===== config.mk =====
export PLATFORM = sky130hd
export DESIGN_NAME = twr_regslave
export DESIGN_NICKNAME = d
export VERILOG_FILES = /design/src/rtl/twr_pkg.sv /design/src/rtl/twr_sync.sv /design/src/rtl/twr_bus_events.sv /design/src/rtl/twr_regslave.sv
export SDC_FILE = /design/constraint.sdc
export NUM_CORES = 1
export LEC_CHECK = 0
export ABC_AREA = 1
export BUFFER_PORTS_ARGS = -buffer_cell sky130_fd_sc_hd__buf_2
export CORE_MARGIN = 4
export CORE_UTILIZATION = 48
export DETAILED_ROUTE_END_ITERATION = 6
export PLACE_DENSITY = 0.74
export SETUP_SLACK_MARGIN = 0.15
export SLEW_MARGIN = 40
export SYNTH_ARGS = -nofsm -noshare
export SYNTH_HDL_FRONTEND = slang
export SYNTH_SLANG_ARGS = --single-unit

===== constraint.sdc =====
create_clock -name clk -period 2.8 [get_ports clk]
set_input_delay 0.14 -clock clk [delete_from_list [all_inputs] [get_ports clk]]
set_output_delay 0.14 -clock clk [all_outputs]
set_load 0.02 [all_outputs]

===== src/rtl/twr_pkg.sv =====
package twr_pkg;

   localparam int unsigned TWR_BYTE_W = 8;
   localparam int unsigned TWR_WORD_W = 2 * TWR_BYTE_W;

   typedef enum logic [2:0] {
      ST_IDLE,
      ST_RX,
      ST_ACK,
      ST_TX,
      ST_MACK
   } twr_state_e;

   typedef enum logic [1:0] {
      BK_DEV,
      BK_PTR,
      BK_HI,
      BK_LO
   } twr_kind_e;

endpackage


===== src/rtl/twr_sync.sv =====
module twr_sync #(
   parameter int unsigned WIDTH  = 2,
   parameter int unsigned STAGES = 2
) (
   input  logic             clk,
   input  logic             rst_n,
   input  logic [WIDTH-1:0] din,
   output logic [WIDTH-1:0] dout
);

   if (STAGES < 2) begin : g_bad_stages
      $error("twr_sync: STAGES must be at least 2");
   end
   if (WIDTH < 1) begin : g_bad_width
      $error("twr_sync: WIDTH must be at least 1");
   end

   logic [STAGES-1:0][WIDTH-1:0] chain;

   always_ff @(posedge clk or negedge rst_n) begin
      if (!rst_n) chain <= '1;
      else        chain <= {chain[STAGES-2:0], din};
   end

   assign dout = chain[STAGES-1];

endmodule


===== src/rtl/twr_bus_events.sv =====
module twr_bus_events (
   input  logic clk,
   input  logic rst_n,
   input  logic scl_s,
   input  logic sda_s,
   output logic scl_rise,
   output logic scl_fall,
   output logic start_det,
   output logic stop_det
);

   logic scl_q;
   logic sda_q;

   always_ff @(posedge clk or negedge rst_n) begin
      if (!rst_n) begin
         scl_q <= 1'b1;
         sda_q <= 1'b1;
      end else begin
         scl_q <= scl_s;
         sda_q <= sda_s;
      end
   end

   logic scl_held_high;
   assign scl_held_high = scl_s & scl_q;

   assign scl_rise  =  scl_s & ~scl_q;
   assign scl_fall  = ~scl_s &  scl_q;
   assign start_det = scl_held_high &  sda_q & ~sda_s;
   assign stop_det  = scl_held_high & ~sda_q &  sda_s;

endmodule


===== src/rtl/twr_regslave.sv =====
module twr_regslave
   import twr_pkg::*;
#(
   parameter int unsigned DEV_ADDR    = 'h48,
   parameter int unsigned REG_AW      = 8,
   parameter int unsigned SYNC_STAGES = 2
) (
   input  logic                  clk,
   input  logic                  rst_n,
   input  logic                  scl_in,
   input  logic                  sda_in,
   output logic                  sda_drive_low,
   output logic                  wr_stb,
   output logic [REG_AW-1:0]     wr_addr,
   output logic [TWR_WORD_W-1:0] wr_data,
   output logic                  rd_req,
   output logic [REG_AW-1:0]     rd_addr,
   input  logic [TWR_WORD_W-1:0] rd_data
);

   localparam int unsigned BITS_LAST = TWR_BYTE_W - 1;
   localparam int unsigned CNT_W     = $clog2(TWR_BYTE_W + 1);
   localparam logic [6:0]  DEV7      = DEV_ADDR[6:0];

   if (DEV_ADDR > 127) begin : g_bad_dev
      $error("twr_regslave: DEV_ADDR must fit in 7 bits");
   end
   if (REG_AW < 1 || REG_AW > 16) begin : g_bad_aw
      $error("twr_regslave: REG_AW must lie in 1..16");
   end

   // ---------------- synchronizer and bus events ----------------
   logic [1:0] bus_s;
   logic       scl_s;
   logic       sda_s;
   logic       scl_rise;
   logic       scl_fall;
   logic       start_det;
   logic       stop_det;

   twr_sync #(
      .WIDTH  (2),
      .STAGES (SYNC_STAGES)
   ) u_sync (
      .clk   (clk),
      .rst_n (rst_n),
      .din   ({scl_in, sda_in}),
      .dout  (bus_s)
   );

   assign scl_s = bus_s[1];
   assign sda_s = bus_s[0];

   twr_bus_events u_events (
      .clk       (clk),
      .rst_n     (rst_n),
      .scl_s     (scl_s),
      .sda_s     (sda_s),
      .scl_rise  (scl_rise),
      .scl_fall  (scl_fall),
      .start_det (start_det),
      .stop_det  (stop_det)
   );

   // ---------------- state ----------------
   twr_state_e              state;
   twr_kind_e               kind;
   logic                    rw_q;
   logic [TWR_BYTE_W-1:0]   shreg;
   logic [CNT_W-1:0]        bitcnt;
   logic [REG_AW-1:0]       ptr;
   logic [TWR_BYTE_W-1:0]   hi_q;
   logic [TWR_WORD_W-1:0]   rd_word;
   logic                    rd_pend;
   logic                    drive_q;
   logic                    mack_q;
   logic                    wr_stb_q;
   logic [REG_AW-1:0]       wr_addr_q;
   logic [TWR_WORD_W-1:0]   wr_data_q;
   logic                    rd_req_q;
   logic [REG_AW-1:0]       rd_addr_q;

   // pointer load from a received byte: width variant chosen at elaboration
   logic [REG_AW-1:0] ptr_load;
   if (REG_AW >= TWR_BYTE_W) begin : g_ptr_wide
      assign ptr_load = {{(REG_AW - TWR_BYTE_W){1'b0}}, shreg};
   end else begin : g_ptr_narrow
      logic [TWR_BYTE_W-REG_AW-1:0] ptr_spare;
      assign ptr_load  = shreg[REG_AW-1:0];
      assign ptr_spare = shreg[TWR_BYTE_W-1:REG_AW];
   end

   logic [REG_AW-1:0] ptr_next;
   assign ptr_next = ptr + REG_AW'(1);

   logic byte_done;
   assign byte_done = scl_fall && (bitcnt == CNT_W'(TWR_BYTE_W));

   logic tx_last;
   assign tx_last = (bitcnt == CNT_W'(BITS_LAST));

   always_ff @(posedge clk or negedge rst_n) begin
      if (!rst_n) begin
         state     <= ST_IDLE;
         kind      <= BK_DEV;
         rw_q      <= 1'b0;
         shreg     <= '0;
         bitcnt    <= '0;
         ptr       <= '0;
         hi_q      <= '0;
         rd_word   <= '0;
         rd_pend   <= 1'b0;
         drive_q   <= 1'b0;
         mack_q    <= 1'b0;
         wr_stb_q  <= 1'b0;
         wr_addr_q <= '0;
         wr_data_q <= '0;
         rd_req_q  <= 1'b0;
         rd_addr_q <= '0;
      end else begin
         wr_stb_q <= 1'b0;
         rd_req_q <= 1'b0;
         rd_pend  <= rd_req_q;
         if (rd_pend) rd_word <= rd_data;

         if (start_det) begin
            state   <= ST_RX;
            kind    <= BK_DEV;
            bitcnt  <= '0;
            drive_q <= 1'b0;
         end else if (stop_det) begin
            state   <= ST_IDLE;
            drive_q <= 1'b0;
         end else begin
            unique case (state)
               ST_IDLE: begin
                  drive_q <= 1'b0;
               end

               ST_RX: begin
                  if (scl_rise) begin
                     shreg  <= {shreg[TWR_BYTE_W-2:0], sda_s};
                     bitcnt <= bitcnt + CNT_W'(1);
                  end else if (byte_done) begin
                     unique case (kind)
                        BK_DEV: begin
                           if (shreg[TWR_BYTE_W-1:1] == DEV7) begin
                              drive_q <= 1'b1;
                              state   <= ST_ACK;
                              rw_q    <= shreg[0];
                              if (shreg[0]) begin
                                 kind      <= BK_HI;
                                 rd_req_q  <= 1'b1;
                                 rd_addr_q <= ptr;
                              end else begin
                                 kind <= BK_PTR;
                              end
                           end else begin
                              state <= ST_IDLE;
                           end
                        end
                        BK_PTR: begin
                           ptr     <= ptr_load;
                           drive_q <= 1'b1;
                           state   <= ST_ACK;
                           kind    <= BK_HI;
                        end
                        BK_HI: begin
                           hi_q    <= shreg;
                           drive_q <= 1'b1;
                           state   <= ST_ACK;
                           kind    <= BK_LO;
                        end
                        BK_LO: begin
                           wr_stb_q  <= 1'b1;
                           wr_addr_q <= ptr;
                           wr_data_q <= {hi_q, shreg};
                           ptr       <= ptr_next;
                           drive_q   <= 1'b1;
                           state     <= ST_ACK;
                           kind      <= BK_HI;
                        end
                        default: state <= ST_IDLE;
                     endcase
                  end
               end

               ST_ACK: begin
                  if (scl_fall) begin
                     bitcnt <= '0;
                     if (rw_q) begin
                        state   <= ST_TX;
                        shreg   <= rd_word[TWR_WORD_W-1:TWR_BYTE_W];
                        drive_q <= ~rd_word[TWR_WORD_W-1];
                     end else begin
                        state   <= ST_RX;
                        drive_q <= 1'b0;
                     end
                  end
               end

               ST_TX: begin
                  if (scl_fall) begin
                     if (tx_last) begin
                        drive_q <= 1'b0;
                        state   <= ST_MACK;
                        if (kind == BK_LO) begin
                           ptr       <= ptr_next;
                           rd_req_q  <= 1'b1;
                           rd_addr_q <= ptr_next;
                        end
                     end else begin
                        bitcnt  <= bitcnt + CNT_W'(1);
                        shreg   <= {shreg[TWR_BYTE_W-2:0], 1'b0};
                        drive_q <= ~shreg[TWR_BYTE_W-2];
                     end
                  end
               end

               ST_MACK: begin
                  if (scl_rise) begin
                     mack_q <= ~sda_s;
                  end else if (scl_fall) begin
                     if (mack_q) begin
                        state  <= ST_TX;
                        bitcnt <= '0;
                        if (kind == BK_HI) begin
                           kind    <= BK_LO;
                           shreg   <= rd_word[TWR_BYTE_W-1:0];
                           drive_q <= ~rd_word[TWR_BYTE_W-1];
                        end else begin
                           kind    <= BK_HI;
                           shreg   <= rd_word[TWR_WORD_W-1:TWR_BYTE_W];
                           drive_q <= ~rd_word[TWR_WORD_W-1];
                        end
                     end else begin
                        state   <= ST_IDLE;
                        drive_q <= 1'b0;
                     end
                  end
               end

               default: begin
                  state   <= ST_IDLE;
                  drive_q <= 1'b0;
               end
            endcase
         end
      end
   end

   assign sda_drive_low = drive_q;
   assign wr_stb        = wr_stb_q;
   assign wr_addr       = wr_addr_q;
   assign wr_data       = wr_data_q;
   assign rd_req        = rd_req_q;
   assign rd_addr       = rd_addr_q;

endmodule


* Yosys cells after proc, flatten, opt, wreduce, memory -nomap -nowiden
Index checks and enable logic that the tools add are counted.
W data, S select, Z words.
** Operators by class
- $add $sub $neg :: 2
- Equal/unequal tests :: 46
- Multiplexer cells :: 90
- Bitwise gates (word level) :: 17
- Reduce and logical (&&, ||, !) cells :: 20
** Operators by type and width (number)
- $mux W8 :: 19
- $pmux W8 S2 :: 3
- $mux W4 :: 9
- $ne A3 B3 Y1 const B :: 11
- $ne A2 B2 Y1 const B :: 16
- $ne A4 B4 Y1 const B :: 8
- $pmux W8 S4 :: 1
- $mux W1 :: 29
- $mux W3 :: 9
- $mux W2 :: 12
- $reduce_and A11 Y1 :: 2
- $reduce_and A9 Y1 :: 2
- $pmux W4 S4 :: 1
- $reduce_and A8 Y1 :: 2
- $pmux W3 S5 :: 1
- $reduce_and A7 Y1 :: 2
- $reduce_and A6 Y1 :: 2
- $not A1 Y1 :: 10
- $add A8 B1 Y8 const B :: 1
- $and A1 B1 Y1 :: 7
- $eq A7 B7 Y1 const B :: 1
- $eq A3 B2 Y1 const B :: 2
- $pmux W2 S3 :: 1
- $pmux W3 S2 :: 1
- other kinds (21) :: 23
** Storage, ports and cells
- Flip-flop bits (word level) :: 93
- Input port bits :: 20
- Output and inout bits :: 35
- Word-level logic and storage cells :: 195

* Longest topological paths before layout
- Depth in word-level cells :: 8
- Depth in mapped cells :: 12
- Mapped depth without buffers :: 12

* Modules after synthesis
A second synthesis with hierarchy kept.
** Second synthesis, totals
- Cells, all modules :: 587
- Area total of the unflattened synthesis :: 4625.7 um^2
** Modules (own cells, without submodules)
- twr_regslave :: times used 1, cells an instance 568, area each 4411.7 um^2, seq. area each 2177.1 um^2
- twr_sync :: times used 1, cells an instance 6, area each 120.1 um^2, seq. area each 105.1 um^2
- twr_bus_events :: times used 1, cells an instance 13, area each 93.8 um^2, seq. area each 52.6 um^2

* Worst setup path after synthesis
No wires, ideal clock.
- Path kind :: flip-flop to flip-flop
- Start point :: register u_events.scl_q
- End point :: register hi_q[2]
- Setup time :: 127 ps
- Arrival time :: 1396 ps
- Data required time :: 2673 ps
- Setup slack :: 1278 ps
- Stages on the path, launching flop included :: 9
- Buffers on the path :: 1
- Period minus slack after synthesis :: 1522 ps
- Cell sequence :: dfstp_2 -> inv_1 -> nor2_4 -> nand3_1 -> nor2_2 -> nand2_1 -> buf_6 -> nand2_1 -> o21ai_0
** Between the ends
- Cells in the longest elaborated chain, start to end :: 5
- Elaborated cells on any way between the ends :: 13
- Those cells by class :: 11 x bitwise; 2 x reduce/logical
** RTL lines
- start, declared :: line twr_bus_events.sv:12 : logic scl_q;
- start signal, assigned :: line twr_bus_events.sv:20 : scl_q <= scl_s;
- $and A1 B1 Y1 :: line twr_bus_events.sv:26 : assign scl_held_high = scl_s & scl_q;
- $and A1 B1 Y1, on equally long branches (2 in series) :: line twr_bus_events.sv:31, twr_bus_events.sv:30
- $not A1 Y1 (no source line)
- $reduce_and A6 Y1 (no source line) *
- end signal, assigned :: line twr_regslave.sv:169 : hi_q <= shreg;
- end, declared :: line twr_regslave.sv:72 : logic [TWR_BYTE_W-1:0] hi_q;
Mark *: on every way between the ends. The rest lies on a longest branch, timed or not.
A chain may end at the register's enable or synchronous reset.

* Worst setup path in the final report
- Start point :: register u_sync.chain (netlist bit u_sync.dout[1])
- End point :: register bitcnt[3]
** Between the ends
- Cells in the longest elaborated chain, start to end :: 5
- Elaborated cells on any way between the ends :: 19
- Those cells by class :: 8 x eq/ne; 1 x mux; 8 x bitwise; 2 x reduce/logical
** RTL lines
- start, declared :: line twr_sync.sv:18 : logic [STAGES-1:0][WIDTH-1:0] chain;
- start signal, assigned :: line twr_sync.sv:22 : else chain <= {chain[STAGES-2:0], din};
- $and A1 B1 Y1 :: line twr_bus_events.sv:26
- $and A1 B1 Y1, on equally long branches (2 in series) :: line twr_bus_events.sv:30, twr_bus_events.sv:31
- $ne A3 B3 Y1 (no source line), or another cell as far along
- $reduce_and A9 Y1 (no source line)
- end signal, assigned :: line twr_regslave.sv:143 : bitcnt <= bitcnt + CNT_W'(1);
- end signal, assigned :: line twr_regslave.sv:213 : bitcnt <= bitcnt + CNT_W'(1);
- end, declared :: line twr_regslave.sv:70 : logic [CNT_W-1:0] bitcnt;
Several ways; a longest one is shown, not always the timed one.

==> reports/qor.csv <==
stage,metric,value,unit
worst_setup_path,cp-end-kind,flip-flop,
cells_and_area,area_growth,16.1,%
worst_setup_path,setup.worst_path.class,reg2reg,
run_status,status,"complete, no violations",
worst_setup_path,cp.required,3.05,ns
floorplan,core_area,0.00920,mm²
cts,clk_latency,0.36,ns
worst_setup_path,path_cells,"nand4_1, nand2_1, nor2_1, nor2_2, nand2_1, nand2_1, nand2_1",
pwr,peakVddDrop,0.000441,V
sta,slew_headroom,0.553,
logic_synthesis,yosysWarnings,0,
detailed_routing,dr_wl_met2,4.88,mm
cells_and_area,multi_input_area,0.00189,mm²
detailed_routing,top_layer,met4,
floorplan,start_util,0.491,
logic_synthesis,ys_ff_latch,93,
global_routing,grt_max_degree,43,
sta,rsz0062_at_grt,false,
logic_synthesis,avgSynthCellArea,8.00,µm²
detailed_routing,drt-total-wl,10.3,mm
hold_path,min_path_cells,2,
cells_and_area,stdcell_area,0.00524,mm²
detailed_routing,route.antenna.remaining_nets,0,
global_routing,grt_pass1_wl,17.8,mm
sta,period_minus_slack,1.93,ns
logic_synthesis,synth_top_family_by_area,simple AND/OR/NAND/NOR gates,
worst_setup_path,ff2ff_path_depth,7,
worst_setup_path,ff2ff_setup_slack,0.87,ns
placement,dp_slack,0.908,ns
hold_path,min_from,rd_data[11],
logic_synthesis,syn-num-nets,587,
detailed_routing,wl_per_cell,13.6,µm
placement,io_buffers,54,
detailed_routing,via_count,3954,
cts,cts_made_buffers,9,
detailed_routing,first_pass_iters,7,
cts,clock_path_buffers,2,
global_routing,grt_usage,0.196,
sta,finalMaxSlewViolations,0,
sta,tightest_slew,0.671,ns
worst_setup_path,crit_fanout,11,
sta,setup_viol,0,
cts,cts_tree,done,
sta,fin_skew,0.0117,ns
cells_and_area,stdcell_count,753,
run,maxCapViolCount,0,
cts,hold_buffers,16,
cts,htree_levels,3,
detailed_routing,drt_iter0_drc,252,
worst_setup_path,crit_buf_inv,0,
placement,place_inst,720,
placement,placed_area,0.00488,mm²
sta,hold_slack,0.0262,ns
detailed_routing,drc,0,
detailed_routing,routedLengthMet1,4.63,mm
cells_and_area,nFillCells,876,
worst_setup_path,cp_top_family,simple AND/OR/NAND/NOR gates,
logic_synthesis,synth-compound-area-share,0.0943,
sta,tns,0,ns
global_routing,grt_pass1_vias,3814,
logic_synthesis,synthAdderAreaFrac,0.00832,
sta,hold_viol_final,0,
cells_and_area,regArea,0.00233,mm²
worst_setup_path,cpMostUsedCell,nand2_1,
logic_synthesis,syn_inst,564,
logic_synthesis,synth-simple-area-share,0.286,
sta,fmax,517,MHz
sta,fin_crit_sh,0.691,
worst_setup_path,worstSetupStartpointType,flip-flop,
cells_and_area,fin_nets,660,
placement,place_hpwl,7.50,mm
worst_setup_path,timing.rr.end,bitcnt[3]$_DFFE_PN0P_,
cts,post_cts_resized,0,
cts,clkSlewWorstSetupHoldPaths,0.09,ns
pwr,p_leak,2.80,nW
logic_synthesis,yosys.area_share.xor_xnor,0.0116,
cts,cts_sinks,93,
floorplan,design.die.area,0.0110,mm²
hold_path,hold_path_end,rd_word[11]$_DFFE_PN0P_,
sta,worst_slack,0.865,ns
global_routing,antenna_found_initial,0,
cells_and_area,diodes,0,
logic_synthesis,synth.area.mux_share,0.0200,
hold_path,holdCritPathClass,in2reg,
detailed_routing,dr_wl_met3,519,µm
logic_synthesis,yosysUniqueCellTypes,33,
cts,postCtsSetupBuffers,0,
logic_synthesis,ys_seq_area_frac,0.517,
detailed_routing,routed_via_density,5.25,
worst_setup_path,arrival,2.18,ns
global_routing,grt.overflow.total,0,
cts,root_buffer,clkbuf_8,
worst_setup_path,slowest_delay,0.60,ns
floorplan,ioPinCount,55,
placement,gp_congestion,0.890,
logic_synthesis,netlist_area,0.00451,mm²
cells_and_area,drive_gt1_frac,0.176,
pwr,power_density,609,mW/mm²
floorplan,core.rowCount,35,
worst_setup_path,cp_slowest_cell,dfstp_2,
worst_setup_path,r2r-start,u_sync.dout[1]$_DFF_PN1_,
floorplan,die_w,105,µm
floorplan,dieHeight,105,µm
-- final cells by class --
class	instances	share of cell area
sequential	93	0.446
inverter	56	0.0406
multi-input combinational	402	0.362
tap	111	0.0265
clock buffer	12	0.0296
clock inverter	4	0.00597
timing repair buffer	75	0.0903
-- cells by family after synthesis --
group / after synthesis
xor gates and xnor gates: 6
muxes: 8
AOI/OAI and AO/OA: 77
adders and majority gates: 3
and+or+nand+nor: 308
DFF: 93
buffers and inverters: 69
-- layout by cell type (no fill, tap or decap) --
master / netlist / layout
nand3_2: 2 / 2
o21bai_1: 2 / 2
buf_4: 0 / 5
a21oi_1: 4 / 4
dlygate4sd3_1: 0 / 17
nor2_1: 35 / 35
clkbuf_8: 0 / 11
o21ai_0: 54 / 54
nand3_1: 38 / 38
clkinvlp_4: 0 / 3
nand2_1: 211 / 211
xor2_1: 5 / 5
nand3b_1: 1 / 1
nor2_2: 6 / 6
xnor2_1: 1 / 1
nor2_4: 2 / 2
dfrtp_1: 87 / 87
nand4_1: 4 / 4
inv_6: 0 / 1
nor3_1: 2 / 2
a31oi_1: 1 / 1
nor3_2: 1 / 1
nand2_2: 5 / 5
mux2_2: 8 / 8
inv_2: 4 / 4
o21ai_1: 4 / 4
o211ai_1: 7 / 7
o22ai_1: 1 / 1
dfstp_2: 6 / 6
buf_2: 5 / 53
inv_1: 51 / 51
o21ai_2: 4 / 4
clkbuf_1: 5 / 1
inv_4: 1 / 1
ha_1: 3 / 3
nand2_4: 1 / 1
-- sequential cells by signal, summed over array words and instances (netlist names), 2 cells and up --
| register | count |
|---|---|
| rd_word | 16 |
| wr_data | 16 |
| hi_q | 8 |
| ptr | 8 |
| ptr_load | 8 |
| rd_addr | 8 |
| wr_addr | 8 |
| bitcnt | 4 |
| state | 3 |
| kind | 2 |
| u_sync.chain | 2 |
| u_sync.dout | 2 |
-- report_power, final --
group	switching (mW)	internal (mW)	total, mW	leakage, nW
clock	0.465	0.375	0.840	0.0852
combinational	0.481	0.260	0.741	1.49
sequential	0.151	1.46	1.61	1.22
-- stage by stage --
stage          total power, mW   util
3_5_place_dp              2.35  0.531
4_1_cts                   3.21  0.569
3_3_place_gp              2.32  0.531
5_1_grt                   3.40  0.570
6_report                  3.19  0.570
2_1_floorplan             2.13      -
-- worst max path at each step --
stage	depth (start not counted)	slack (ns)	end	start
global route	7	0.66	hi_q[1]$_DFFE_PN0P_	u_events.scl_q$_DFF_PN1_
global placement	9	0.93	rd_addr[0]$_DFFE_PN0P_	u_events.scl_q$_DFF_PN1_
CTS	7	0.89	bitcnt[3]$_DFFE_PN0P_	u_sync.dout[1]$_DFF_PN1_
floorplan	8	1.28	hi_q[2]$_DFFE_PN0P_	u_events.scl_q$_DFF_PN1_
detailed placement	7	0.91	bitcnt[3]$_DFFE_PN0P_	u_sync.dout[1]$_DFF_PN1_
finish	7	0.87	bitcnt[3]$_DFFE_PN0P_	u_sync.dout[1]$_DFF_PN1_
-- metal layers --
layer,up-vias,track usage
li1,1947,-
met1,1861,0.259
met2,122,0.318
met3,24,0.0414
met4,0,0.0722
met5,-,0
-- synth_stat cells (all sizes together) --
cell type	n	area [µm²]
o21ai	62	325
o21bai	2	15.0
dfstp	6	158
o22ai	1	6.26
ha	3	37.5
nand4	4	25.0
buf	7	47.5
nand3b	1	7.51
mux2	8	90.1
nor3	3	20.0
nand2	217	835
nand3	40	210
a21oi	4	20.0
o211ai	7	52.6
xnor2	1	8.76
nor2	43	191
dfrtp	87	2180
a31oi	1	6.26
xor2	5	43.8
inv	56	213
clkbuf	6	23.8
-- worst reg2reg max path, cell delays in order, from the launching register on --
cell and delay, ns:
dfstp_2 0.60, nand4_1 0.40, nand2_1 0.28, nor2_1 0.08, nor2_2 0.19, nand2_1 0.14, nand2_1 0.09, nand2_1 0.05
Note: power is estimated with default switching activity, not from simulation.
